## config.mk

```make
export PLATFORM = sky130hd
export DESIGN_NAME = ocp_fault_integrator
export DESIGN_NICKNAME = d
export VERILOG_FILES = /design/src/rtl/ocp_pkg.sv /design/src/rtl/ocp_tick_gen.sv /design/src/rtl/ocp_hs_filter.sv /design/src/rtl/ocp_leaky_count.sv /design/src/rtl/ocp_fault_integrator.sv
export SDC_FILE = /design/constraint.sdc
export NUM_CORES = 1
export LEC_CHECK = 0
export BUFFER_PORTS_ARGS = -buffer_cell sky130_fd_sc_hd__buf_2
export CAP_MARGIN = 20
export CORE_MARGIN = 4
export CORE_UTILIZATION = 40
export CTS_CLUSTER_SIZE = 20
export DETAILED_ROUTE_END_ITERATION = 8
export PLACE_DENSITY_LB_ADDON = 0.05
export REMOVE_ABC_BUFFERS = 1
export SLEW_MARGIN = 20
export SYNTH_ARGS = -nofsm -noshare
export SYNTH_HDL_FRONTEND = slang
export SYNTH_SLANG_ARGS = --single-unit
```

## constraint.sdc

```tcl
create_clock -name clk -period 2.5 [get_ports clk]
set_clock_uncertainty 0.1 [all_clocks]
set_input_delay 0.5 -clock clk [delete_from_list [all_inputs] [get_ports clk]]
set_output_delay 0.5 -clock clk [all_outputs]
set_load 0.01 [all_outputs]
```

## src/rtl/ocp_pkg.sv

```systemverilog
package ocp_pkg;
    typedef enum logic [1:0] {
        ST_DISARMED = 2'd0,
        ST_ARMED    = 2'd1,
        ST_TRIPPED  = 2'd2
    } ocp_state_t;
endpackage

```

## src/rtl/ocp_tick_gen.sv

```systemverilog
module ocp_tick_gen #(
    parameter int SAMPLE_DIV = 3000
) (
    input  logic clk,
    input  logic rst_n,
    input  logic run,
    output logic tick
);
    localparam int TW = $clog2(SAMPLE_DIV + 1);
    localparam logic [TW-1:0] LAST = TW'(SAMPLE_DIV - 1);

    logic [TW-1:0] div_q;

    assign tick = run && (div_q == LAST);

    always_ff @(posedge clk or negedge rst_n) begin
        if (!rst_n) begin
            div_q <= '0;
        end else if (!run || tick) begin
            div_q <= '0;
        end else begin
            div_q <= div_q + 1'b1;
        end
    end

    generate
        if (SAMPLE_DIV > 1) begin : g_spacing
            // ticks are isolated pulses
            assert_tick_spacing_R3: assert property (@(posedge clk) disable iff (!rst_n)
                tick |=> !tick);
        end
    endgenerate
endmodule

```

## src/rtl/ocp_hs_filter.sv

```systemverilog
module ocp_hs_filter #(
    parameter int HS_FILT     = 40,
    parameter int HS_DEADLINE = 400
) (
    input  logic clk,
    input  logic rst_n,
    input  logic run,
    input  logic hs_in,
    output logic qual
);
    localparam int HW = $clog2(HS_FILT + 1);
    localparam logic [HW-1:0] HLAST = HW'(HS_FILT - 1);

    logic [HW-1:0] run_q;

    generate
        if (HS_FILT < 1 || HS_FILT >= HS_DEADLINE) begin : g_bad_filter
            $error("hard-short filter length must be positive and below the deadline");
        end
    endgenerate

    assign qual = run && hs_in && (run_q == HLAST);

    always_ff @(posedge clk or negedge rst_n) begin
        if (!rst_n) begin
            run_q <= '0;
        end else if (!run || !hs_in) begin
            run_q <= '0;
        end else if (run_q != HLAST) begin
            run_q <= run_q + 1'b1;
        end
    end

    // qualification never asserts without the short input present
    assert_hs_qual_R7: assert property (@(posedge clk) disable iff (!rst_n)
        qual |-> hs_in);
endmodule

```

## src/rtl/ocp_leaky_count.sv

```systemverilog
module ocp_leaky_count #(
    parameter int COUNT_LIMIT = 8,
    parameter int CW = $clog2(COUNT_LIMIT + 1)
) (
    input  logic          clk,
    input  logic          rst_n,
    input  logic          clr,
    input  logic          step,
    input  logic          up,
    output logic [CW-1:0] cnt,
    output logic          reach
);
    localparam logic [CW-1:0] LIM = CW'(COUNT_LIMIT);

    assign reach = step && up && (cnt == LIM - 1'b1);

    always_ff @(posedge clk or negedge rst_n) begin
        if (!rst_n) begin
            cnt <= '0;
        end else if (clr) begin
            cnt <= '0;
        end else if (step) begin
            if (up) begin
                if (cnt != LIM) cnt <= cnt + 1'b1;
            end else if (cnt != '0) begin
                cnt <= cnt - 1'b1;
            end
        end
    end

    // never beyond the limit
    assert_no_overflow_R5: assert property (@(posedge clk) disable iff (!rst_n)
        cnt <= LIM);
    // no movement without a sample step
    assert_hold_between_ticks_R3: assert property (@(posedge clk) disable iff (!rst_n)
        (!step && !clr) |=> $stable(cnt));
endmodule

```

## src/rtl/ocp_fault_integrator.sv

```systemverilog
module ocp_fault_integrator
    import ocp_pkg::*;
#(
    parameter int SAMPLE_DIV  = 3000,
    parameter int COUNT_LIMIT = 8,
    parameter int HS_FILT     = 40,
    parameter int HS_DEADLINE = 400,
    localparam int CW = $clog2(COUNT_LIMIT + 1)
) (
    input  logic          clk,
    input  logic          rst_n,
    input  logic          en,
    input  logic          oc_over,
    input  logic          hs_short,
    input  logic          rearm,
    output logic          fault,
    output logic [CW-1:0] dbg_count
);
    ocp_state_t state_q, state_d;
    logic armed, tick, hs_qual, reach;
    logic [CW-1:0] cnt;

    assign armed = (state_q == ST_ARMED);

    ocp_tick_gen #(.SAMPLE_DIV(SAMPLE_DIV)) u_tick (
        .clk(clk), .rst_n(rst_n), .run(armed), .tick(tick)
    );

    ocp_hs_filter #(.HS_FILT(HS_FILT), .HS_DEADLINE(HS_DEADLINE)) u_hs (
        .clk(clk), .rst_n(rst_n), .run(armed), .hs_in(hs_short), .qual(hs_qual)
    );

    ocp_leaky_count #(.COUNT_LIMIT(COUNT_LIMIT), .CW(CW)) u_cnt (
        .clk(clk), .rst_n(rst_n), .clr(!en), .step(armed && tick),
        .up(oc_over), .cnt(cnt), .reach(reach)
    );

    // next-state logic
    always_comb begin
        state_d = state_q;
        if (!en) begin
            state_d = ST_DISARMED;                       // disable
        end else begin
            unique case (state_q)
                ST_DISARMED: if (rearm) state_d = ST_ARMED;            // arm
                ST_ARMED:    if (reach || hs_qual) state_d = ST_TRIPPED; // trip_count / trip_short
                ST_TRIPPED:  state_d = ST_TRIPPED;
                default:     state_d = ST_DISARMED;
            endcase
        end
    end

    // state register
    always_ff @(posedge clk or negedge rst_n) begin
        if (!rst_n) state_q <= ST_DISARMED;
        else        state_q <= state_d;
    end

    // outputs
    always_comb begin
        fault     = (state_q == ST_TRIPPED);
        dbg_count = cnt;
    end

    // nothing accumulates while disarmed
    assert_disarmed_quiet_R2: assert property (@(posedge clk) disable iff (!rst_n)
        (state_q == ST_DISARMED) |-> (dbg_count == '0 && !fault));
    // a full count always shows a fault
    assert_trip_at_limit_R6: assert property (@(posedge clk) disable iff (!rst_n)
        (dbg_count == CW'(COUNT_LIMIT)) |-> fault);
    // fault latched and count frozen while enabled
    assert_fault_held_R8: assert property (@(posedge clk) disable iff (!rst_n)
        (fault && en) |=> fault);
    assert_count_frozen_R8: assert property (@(posedge clk) disable iff (!rst_n)
        (fault && en) |=> $stable(dbg_count));
    // enable low clears everything
    assert_disable_clears_R9: assert property (@(posedge clk) disable iff (!rst_n)
        !en |=> (!fault && dbg_count == '0));
endmodule

```

---- Yosys cells after proc, flatten, opt, wreduce, memory -nomap -nowiden ----
Index checks and enable logic that the tools add are counted.
word-level totals
  register bits ........................... 24
  input bits .............................. 6
  logic and storage cells ................. 48
operators by class
  $add $sub $neg .......................... 4
  eq/ne operators ......................... 12
  muxes and demuxes ....................... 12
  reduce and logical (&&, ||, !) cells .... 16
operator list
  kind                                                                count
  4-bit 2-to-1 mux                                                    5
  12-bit by 1-bit adder with 12-bit output, second input constant     1
  12-bit == test, second input constant                               1
  12-bit 2-to-1 mux                                                   1
  6-bit 2-to-1 mux                                                    2
  6-bit by 1-bit adder with 6-bit output, second input constant       1
  6-bit == test, second input constant                                1
  1-bit logical AND                                                   6
  2-bit 2-to-1 mux                                                    3
  3-bit by 2-bit != test with 1-bit output, second input constant     2
  6-bit != test, second input constant                                1
  2-bit one-hot mux with 3 select lines                               1
  4-bit by 1-bit adder with 4-bit output, second input constant       1
  4-bit by 3-bit == test with 1-bit output, second input constant     1
  4-bit != test, second input constant                                1
  4-bit nonzero test                                                  1
  4-bit by 1-bit subtractor with 4-bit output, second input constant  1
  1-bit logical OR                                                    3
  3-bit by 1-bit != test with 1-bit output, second input constant     1
  3-bit != test, second input constant                                1
  3-bit AND reduction                                                 1
  2-bit by 1-bit == test with 1-bit output, second input constant     1
  2-bit == test, second input constant                                1
  1-bit zero test                                                     2
  4 further kinds                                                     4

---- Depth between registers and ports, before layout ----
Gate-level depths: netlist of the first run.
  word-level depth ........................ 9
  depth in mapped cells ................... 6

---- By module ----
A second synthesis of the first run with hierarchy kept.
second synthesis, totals
  cells, all modules ...................... 145
  area, all modules ....................... 1,413.9 um^2
by module, submodules not included
  module                times used  cells an instance  area each (um^2)  sequential area each (um^2)
  ocp_tick_gen          1           59                 603.1             300.3
  ocp_leaky_count       1           38                 341.6             100.1
  ocp_hs_filter         1           31                 310.3             150.1
  ocp_fault_integrator  1           17                 158.9             50.0

---- Worst setup path after synthesis of the first run ----
OpenSTA, ideal clock, no wires.
  path type ............................... register to register
  start ................................... register u_tick.div_q[3]
  end ..................................... register u_cnt.cnt[1]
  data arrival time ....................... 1.618 ns
  required time ........................... 2.279 ns
  path slack .............................. 0.661 ns
  cell stages (with the launch flop) ...... 5
  cell sequence ........................... dfrtp_1 or4b_4 or4_1 nand2_1 a21boi_1
on the way
  cells in the longest elaborated chain, start to end .. 5
RTL lines
  element                                             line                        RTL
  start, declared                                     ocp_tick_gen.sv:12          logic [TW-1:0] div_q;
  start signal, assigned                              ocp_tick_gen.sv:22          div_q <= div_q + 1'b1;
  12-bit == test                                      ocp_tick_gen.sv:14          assign tick = run && (div_q == LAST);
  1-bit logical AND                                   ocp_tick_gen.sv:14
  1-bit logical AND                                   ocp_fault_integrator.sv:34  .clk(clk), .rst_n(rst_n), .clr(!en), .step(armed && tick),
  2-bit by 1-bit != test with 1-bit output (no line)  -
  3-bit AND reduction (no line)                       -
  end signal, assigned                                ocp_leaky_count.sv:24       if (cnt != LIM) cnt <= cnt + 1'b1;
  end signal, assigned                                ocp_leaky_count.sv:26       cnt <= cnt - 1'b1;
  end, declared                                       ocp_leaky_count.sv:10       output logic [CW-1:0] cnt,
Every way passes these cells.
A chain may end at the register's enable or synchronous reset.

---- Final worst setup path of the first run ----
  start ................................... register u_tick.div_q[3]
  end ..................................... register state_q[0]
on the way
  cells in the longest elaborated chain, start to end .. 8
RTL lines
  element                                             line                        RTL
  12-bit == test                                      ocp_tick_gen.sv:14
  1-bit logical AND                                   ocp_tick_gen.sv:14
  1-bit logical AND                                   ocp_fault_integrator.sv:34
  1-bit logical AND (2 in series)                     ocp_leaky_count.sv:15       assign reach = step && up && (cnt == LIM - 1'b1);
  1-bit logical OR                                    ocp_fault_integrator.sv:46  ST_ARMED: if (reach || hs_qual) state_d = ST_TRIPPED;
  3-bit by 2-bit != test with 1-bit output (no line)  -
  2-bit AND reduction (no line)                       -
  end signal, assigned                                ocp_fault_integrator.sv:56  else state_q <= state_d;
  end, declared                                       ocp_fault_integrator.sv:19  ocp_state_t state_q, state_d;
Every way passes these cells.

==> reports/results.ini, run 1 <==
[run_status]
outcome=finished, final reports clean

[clocking]
clk_pin_slew_ns=0.13
clockBufferDepth=2
cts_setup_buffers=0
cts_hold_buf=0
cts_inserted_buffers=3
cts_root_buffer=clkbuf_4
cts_tree=done
cts_resized=0
cts_sinks=24
clk_latency_ns=0.31
htreeDepth=1

[global_routing]
grt_pass1_wl_um=4270
overflow=0
grt_max_degree=25
antenna_found_initial=0
grt_pass1_vias=964
grtUsageTotal=0.123

[floorplanning]
die_w_um=66.2
fp-row-count=20
start_util=0.429
core_um2=3150
die_area_um2=4380
num_io_pins=11
die_h_um=66.2

[sta]
tns_ns=0
fin_crit_ns=1.98
worst_pin_slew_ns=0.539
final_max_slew_viol_count=0
slew-limit-headroom=0.641
max_freq_ghz=0.505
rsz0062_at_grt=false
hold_viol=0
fin_crit_sh=0.793
setup-violations-final=0

[logic_synthesis]
yosys.area.top_type=dfrtp_1
synth.distinct_cells=33
synth_edf_count=0
ys_seq_area_frac=0.444
netlist_area_um2=1350
ys_ff_latch=24
synth_top_area_share=0.444
synthCells=136
synth_flop_cell=dfrtp_1
syn_area_per_cell_um2=9.95
async_flop_share=1.00
synthTopCellsByArea=dfrtp_1 (44%), ha_1 (7.4%), xnor2_1 (5.2%)
synth_warnings=0

[drt]
ant_nets=0
vias=990
drt_iter0_drc=50
drt_wl_total_um=2390
drt_first_pass_iters=4
viasPerCell=5.10
drc_errors=0
wl_per_cell_um=12.3

[layout]
antenna_cells=0
multi_input_area_um2=713
stdcell_area_um2=1500
fillers=325
syn2layout_area_growth_pct=10.6
nets=166
seq_area_um2=601
drive_gt1_frac=0.133

[setup_path]
cp_max_fo=5
critical_path_required_ns=2.65
path_class=register to register
crit_path_end_kind=register
reg2reg_slack_ns=0.52
worstSetupStartpointType=register
cp_data_arrival_time_ns=2.13

[place]
io_buffers=10
dp_hpwl_um=1770
placed_cell_area_um2=1460
gp_congestion=0.802

[flow_run]
max_cap_violations=0

[worst_hold_path]
hp-class=input port to async pin

[power_and_ir_drop]
ir_worst_vdd_uv=245
powerDensity_nw_per_um2=582
p_leak_uw=0.000666

## final timing paths
check | from | to | cells past startpoint
worst max-delay path | u_tick.div_q[3] | state_q[0] | 4
worst min-delay path | rst_n | state_q[0] | 1
worst max register to register | u_tick.div_q[3] | state_q[0] | 4
worst min register to register | u_tick.div_q[0] | u_tick.div_q[0] | 1
max in group asynchronous | rst_n | u_tick.div_q[6] | 1
min in group clk | en | state_q[1] | 3
## area by class of cell
class                           count  area share
Clock buffer                        4      0.0242
Sequential cell                    24       0.401
Tap cell                           44      0.0368
Inverter                            9      0.0226
Timing Repair Buffer               11      0.0385
Multi-Input combinational cell    102       0.477
## kinds of logic after synthesis
logic type                 synth area share
AOI/OAI and AO/OA                    0.0777
muxes                                0.0296
adders and majority gates            0.0888
DFF                                   0.444
and+or+nand+nor                       0.241
xor gates and xnor gates             0.0907
buffers and inverters                0.0287
## registers in the layout, indices dropped and copies added (netlist names)
register,cells
state_q,2
u_cnt.cnt,4
u_hs.run_q,6
u_tick.div_q,12
## power breakdown
part           leakage [µW]  internal, µW  switching (µW)
clock             0.0000210          89.0             116
combinational      0.000313          87.9             135
sequential         0.000332           420            23.4
total              0.000666           597             274
## routing by layer
| layer | GRT usage | vias up | share of wire |
|---|---|---|---|
| met5 | 0 | - | 0 |
| met4 | 0.0381 | 0 | 0.011 |
| met3 | 0.0306 | 4 | 0.054 |
| met2 | 0.191 | 22 | 0.42 |
| met1 | 0.168 | 466 | 0.51 |
| li1 | - | 498 | - |
## synth_stat cells (2+ instances only)
cell and instances:
a21boi_1 3, a21oi_1 4, dfrtp_1 24, ha_1 8, inv_1 9, mux2i_1 4, nand2_1 13, nand3_1 10
nor2_1 17, nor3_1 6, o21ai_0 2, or3_1 2, or4_1 2, xnor2_1 8, xor2_1 6
## through the flow
step           std cells  setup slack [ns]  total power, µW  hold WS, ns  utilization
6_report             194             0.518              871       0.0497        0.475
5_1_grt              194             0.453              934       0.0791        0.475
4_1_cts              194             0.499              888       0.0633        0.475
3_5_place_dp         190             0.547              677        0.390        0.463
3_3_place_gp         190             0.545              670        0.385        0.463
2_1_floorplan        135             0.517              602        0.104            -
## layout by cell type (no fill, tap or decap), drive strengths merged, types with 2 or more instances in the layout
master and instances:
buf 11, o21ai 2, xor2 6, ha 8, a21oi 4, or3 2
xnor2 8, mux2i 4, clkbuf 4, nand2 13, nand3 10, inv 9
a21boi 3, or4 2, nor2 17, nor3 6, nor4 2, dfrtp 24
## worst max-delay path: stages (launching register included)
cell and delay [ns]:
dfrtp_1 0.44, or4b_4 0.56, nor4_4 0.42, o2bb2ai_2 0.17, mux2i_1 0.21
No activity file was read; power rests on OpenSTA's default activity.
==> run 2: changes to the inputs <==
==> constraint.sdc (replaced) <==
create_clock -name clk -period 1.8 [get_ports clk]
set_clock_uncertainty 0.1 [all_clocks]
set_input_delay 0.36 -clock clk [delete_from_list [all_inputs] [get_ports clk]]
set_output_delay 0.36 -clock clk [all_outputs]
set_load 0.01 [all_outputs]
==> run 2 against run 1 <==
Against the previous run: wire length rose by 4.6%; core utilization rose by 2.1 points; critical path depth did not move; register-to-register slack got worse by 0.52 ns; non-clock buffer count rose by 9; worst hold slack improved by 0.20 ns; global-route usage rose by 0.74 points; clock power rose by 17%; final cell count rose by 4.1%; largest power group unchanged.
==> reports/results.ini, run 2 (same netlist as run 1, synthesis figures left out) <==
[clocking]
cts_root_buffer=clkbuf_4
clk_latency_ns=0.32
cts_tree=done
cts_sinks=24
clk_pin_slew_ns=0.14
clockBufferDepth=2
htreeDepth=1
cts_inserted_buffers=3

[floorplanning]
die_area_um2=4380
start_util=0.429
die_h_um=66.2
die_w_um=66.2
core_um2=3150
num_io_pins=11
fp-row-count=20

[setup_path]
crit_path_end_kind=register
cp_max_fo=11
critical_path_required_ns=1.91
path_class=register to register
worstSetupStartpointType=register
cp_data_arrival_time_ns=1.91
rr_worst_depth=4
reg2reg_slack_ns=0.0008

[drt]
drt_wl_total_um=2500
ant_nets=0
viasPerCell=4.98
drt_first_pass_iters=4
drc_errors=0
wl_per_cell_um=12.4
vias=1006
drt_iter0_drc=58

[global_routing]
use_met3=0.0272
grt_pass1_wl_um=4450
grt_max_degree=25
use_met1=0.178
overflow=0
top_usage_layer=met2
grt_pass1_vias=968
use_met2=0.211
grtUsageTotal=0.131
antenna_found_initial=0

[place]
dp_hpwl_um=1860
post-place-ws_ns=-0.117
placed_cell_area_um2=1510
io_buffers=10
gp_congestion=0.756

[power_and_ir_drop]
ir_worst_vdd_uv=369
p_leak_uw=0.000706
powerDensity_nw_per_um2=764
total_power_uw=1200

[sta]
max_freq_ghz=0.556
slew-limit-headroom=0.635
final_max_slew_viol_count=0
setup-violations-final=0
fin_crit_sh=1.00
hold_viol=0
fin_crit_ns=1.80
rsz0062_at_grt=true
worst_slack_ns=0.000827
worst_pin_slew_ns=0.547

[worst_hold_path]
hp-class=input port to register
hold_depth=3

[layout]
stdcell_area_um2=1560
reg_top3=u_tick.div_q x12, u_hs.run_q x6, u_cnt.cnt x4
layout_common_cells=dfrtp_1 (24), nor2_1 (17), nand2_1 (13), buf_2 (10)
largest_register_ffs=12
largest_register=u_tick.div_q
layout_commonest_cell=dfrtp_1
nets=175
antenna_cells=0
drive_gt1_frac=0.196
syn2layout_area_growth_pct=15.6

[run_status]
outcome=finished, final reports clean

[flow_run]
max_cap_violations=0

## run 2: worst max-delay path, stage by stage (launching register included)
cell	delay, ns
dfrtp_1	0.41
or4b_4	0.57
o41ai_2	0.32
buf_4	0.23
nor2_1	0.06
## run 2: what timing repair did
item | 4_1_cts | 5_1_grt
resized for setup | 1 | 3
hold buffers | 1 | 0
setup endpoints to repair | 6 | 17
pin swaps | 3 | 1
endpoints found under the hold margin | 24 | 0
buffers inserted | 1 | 0
## run 2: final timing paths
kind,start,end
max,u_tick.div_q[10],u_tick.div_q[0]
min,en,u_cnt.cnt[3]
max reg2reg,u_tick.div_q[10],u_tick.div_q[0]
min reg2reg,u_tick.div_q[0],u_tick.div_q[0]
max in group asynchronous,rst_n,u_hs.run_q[2]
min in group asynchronous,rst_n,u_cnt.cnt[3]
## run 2: area by class of cell
| cell class | instances | area (µm²) |
|---|---|---|
| Clock buffer | 3 | 22.5 |
| Sequential cell | 24 | 601 |
| Tap cell | 44 | 55.1 |
| Fill cell | 323 | 1590 |
| Multi-Input combinational cell | 102 | 724 |
| Inverter | 9 | 33.8 |
| Timing Repair Buffer | 20 | 128 |
## run 2: metrics by stage
| step | hold slack [ns] | instances | utilization | setup TNS (ns) |
|---|---|---|---|---|
| final | 0.251 | 202 | 0.496 | 0 |
| after global routing | 0.242 | 202 | 0.496 | -0.461 |
| after CTS | 0.250 | 202 | 0.494 | 0 |
| after detailed placement | 0.287 | 197 | 0.480 | -0.494 |
| after global placement | 0.280 | 197 | 0.480 | -0.278 |
| after floorplan | -0.0356 | 135 | - | -2.08 |
## run 2: per-layer routing
metal  vias up  part of all wire
met5         -                 0
met4         0            0.0080
met3         2             0.030
met2        16              0.44
met1       475              0.52
li1        513                 -
## run 2: power by group
group	internal (µW)	leakage, µW	switching, µW
sequential	584	0.000332	33.9
clock	78.3	0.0000138	160
combinational	141	0.000361	198
==> run 3: changes to the inputs <==
--- a/config.mk
+++ b/config.mk
@@ -7,6 +7,8 @@
 export LEC_CHECK = 0
 export BUFFER_PORTS_ARGS = -buffer_cell sky130_fd_sc_hd__buf_2
 export CAP_MARGIN = 20
+export CELL_PAD_IN_SITES_DETAIL_PLACEMENT = 1
+export CELL_PAD_IN_SITES_GLOBAL_PLACEMENT = 1
 export CORE_MARGIN = 4
 export CORE_UTILIZATION = 40
 export CTS_CLUSTER_SIZE = 20
==> run 3 against run 2 <==
Against the previous run: sequential share of layout area down 0.90 points; count of clock-buffer cells in the layout unchanged; cell area grew 2.4%; non-clock buffer count grew 1; global-route usage grew 1.8 points; final cell count up 0.99%; largest power group unchanged; highest routed layer unchanged.
==> reports/results.ini, run 3 (same netlist as run 1, synthesis figures left out) <==
[global_routing]
overflow=0
antenna_found_initial=0
grt_pass1_vias=1097
grtUsageTotal=0.148
grt_max_degree=25
grt_pass1_wl_um=4930

[layout]
reg_top3=u_tick.div_q x12, u_hs.run_q x6, u_cnt.cnt x4
fillers=376
stdcell_area_um2=1600
final_core_util=0.508
syn2layout_area_growth_pct=18.4
largest_register=u_tick.div_q
layout_commonest_cell=dfrtp_1
drive_gt1_frac=0.206
antenna_cells=0
layout_common_cells=dfrtp_1 (24), nor2_1 (17), nand2_1 (13), buf_2 (10), buf_4 (10)
largest_register_ffs=12
nets=176

[sta]
max_freq_ghz=0.557
hold_viol=0
worst_pin_slew_ns=0.568
fin_crit_ns=1.80
fin_crit_sh=0.998
rsz0062_at_grt=true
slew-limit-headroom=0.622
setup-violations-final=0
final_max_slew_viol_count=0

[place]
io_buffers=10
placed_cell_area_um2=1510
gp_congestion=0.782
dp_hpwl_um=2190

[setup_path]
cp_max_fo=11
path_class=register to register
worstSetupStartpointType=register
cp_data_arrival_time_ns=1.92
critical_path_required_ns=1.92
crit_path_end_kind=register

[flow_run]
max_cap_violations=0

[drt]
drt_iter0_drc=42
drc_errors=0
ant_nets=0
vias=1030
wl_per_cell_um=14.1
drt_first_pass_iters=4
drt_wl_total_um=2880
viasPerCell=5.05

[clocking]
cts_root_buffer=clkbuf_4
cts_sinks=24
cts_inserted_buffers=3
clk_latency_ns=0.31
cts_tree=done
htreeDepth=1
clk_pin_slew_ns=0.13
clockBufferDepth=2

[power_and_ir_drop]
net-switching-power_uw=399
power_frac_clock=0.286
pwr-share-seq=0.459
swShare=0.296
powerDensity_nw_per_um2=843
pwr-share-comb=0.255
ir_worst_vdd_uv=448
p_int_uw=951
p_leak_uw=0.000726

[floorplanning]
start_util=0.429
fp-row-count=20
die_h_um=66.2
num_io_pins=11
die_w_um=66.2
core_um2=3150
die_area_um2=4380

[run_status]
outcome=finished, final reports clean

[worst_hold_path]
hp-class=input port to register

run 3: cell types whose count changed in the layout (fill, tap and decap cells not counted), sizes merged:
| cell | delta |
|---|---|
| bufinv | +1 |
| buf | +1 |
run 3: what timing repair did:
| item | 4_1_cts | 5_1_grt |
|---|---|---|
| endpoints found under the setup margin | 17 | 17 |
| hold buffers | 1 | 0 |
| pin swaps | 3 | 2 |
| endpoints found under the hold margin | 24 | 0 |
| buffers inserted | 2 | 1 |
| gates resized for setup | 2 | 2 |
run 3: final timing paths:
check / startpoint / endpoint / slack, ns / cells past startpoint
worst max-delay path: u_tick.div_q[6] / u_tick.div_q[4] / 0.004 / 4
worst min-delay path: en / u_cnt.cnt[3] / 0.27 / 3
worst max register to register: u_tick.div_q[6] / u_tick.div_q[4] / 0.004 / 4
worst min register to register: u_tick.div_q[0] / u_tick.div_q[0] / 0.40 / 1
max in group asynchronous: rst_n / u_hs.run_q[3] / 0.76 / 2
min in group asynchronous: rst_n / u_tick.div_q[11] / 0.47 / 2
run 3: per-layer routing:
metal	global-route usage	wire length, µm
met3	0.0374	81
met5	0	0
met4	0.0305	19
met1	0.174	1260
met2	0.270	1510
run 3: power groups by stage:
stage,sequential [µW],combinational [µW],clock (µW)
final,619,344,387
after global routing,627,398,432
after CTS,618,356,405
after detailed placement,629,344,0
after global placement,624,325,0
after floorplan,620,216,0
run 3: final cells by class:
type                       instances  area, µm²  share of cell area
inverter                           9       33.8              0.0211
tap                               44       55.1              0.0344
clock inverter                     1       30.0              0.0187
clock buffer                       3       22.5              0.0141
sequential                        24        601               0.375
multi-input combinational        102        724               0.452
timing repair buffer              21        135              0.0844
run 3: worst max-delay path, cell delays in order (launching register included):
cell and delay (ns):
dfrtp_1 0.42, or4b_4 0.56, o41ai_2 0.33, buf_4 0.23, nor2_1 0.06
run 3: metrics by stage:
step | TNS, ns | instances | setup WS, ns | hold slack, ns | power [µW]
2_1_floorplan | -2.08 | 135 | -0.183 | -0.0356 | 836
3_3_place_gp | -0.370 | 196 | -0.0762 | 0.280 | 949
3_5_place_dp | -0.726 | 196 | -0.145 | 0.289 | 973
4_1_cts | -0.0419 | 203 | -0.00957 | 0.267 | 1380
5_1_grt | -0.728 | 204 | -0.0910 | 0.260 | 1460
6_report | 0 | 204 | 0.00391 | 0.271 | 1350
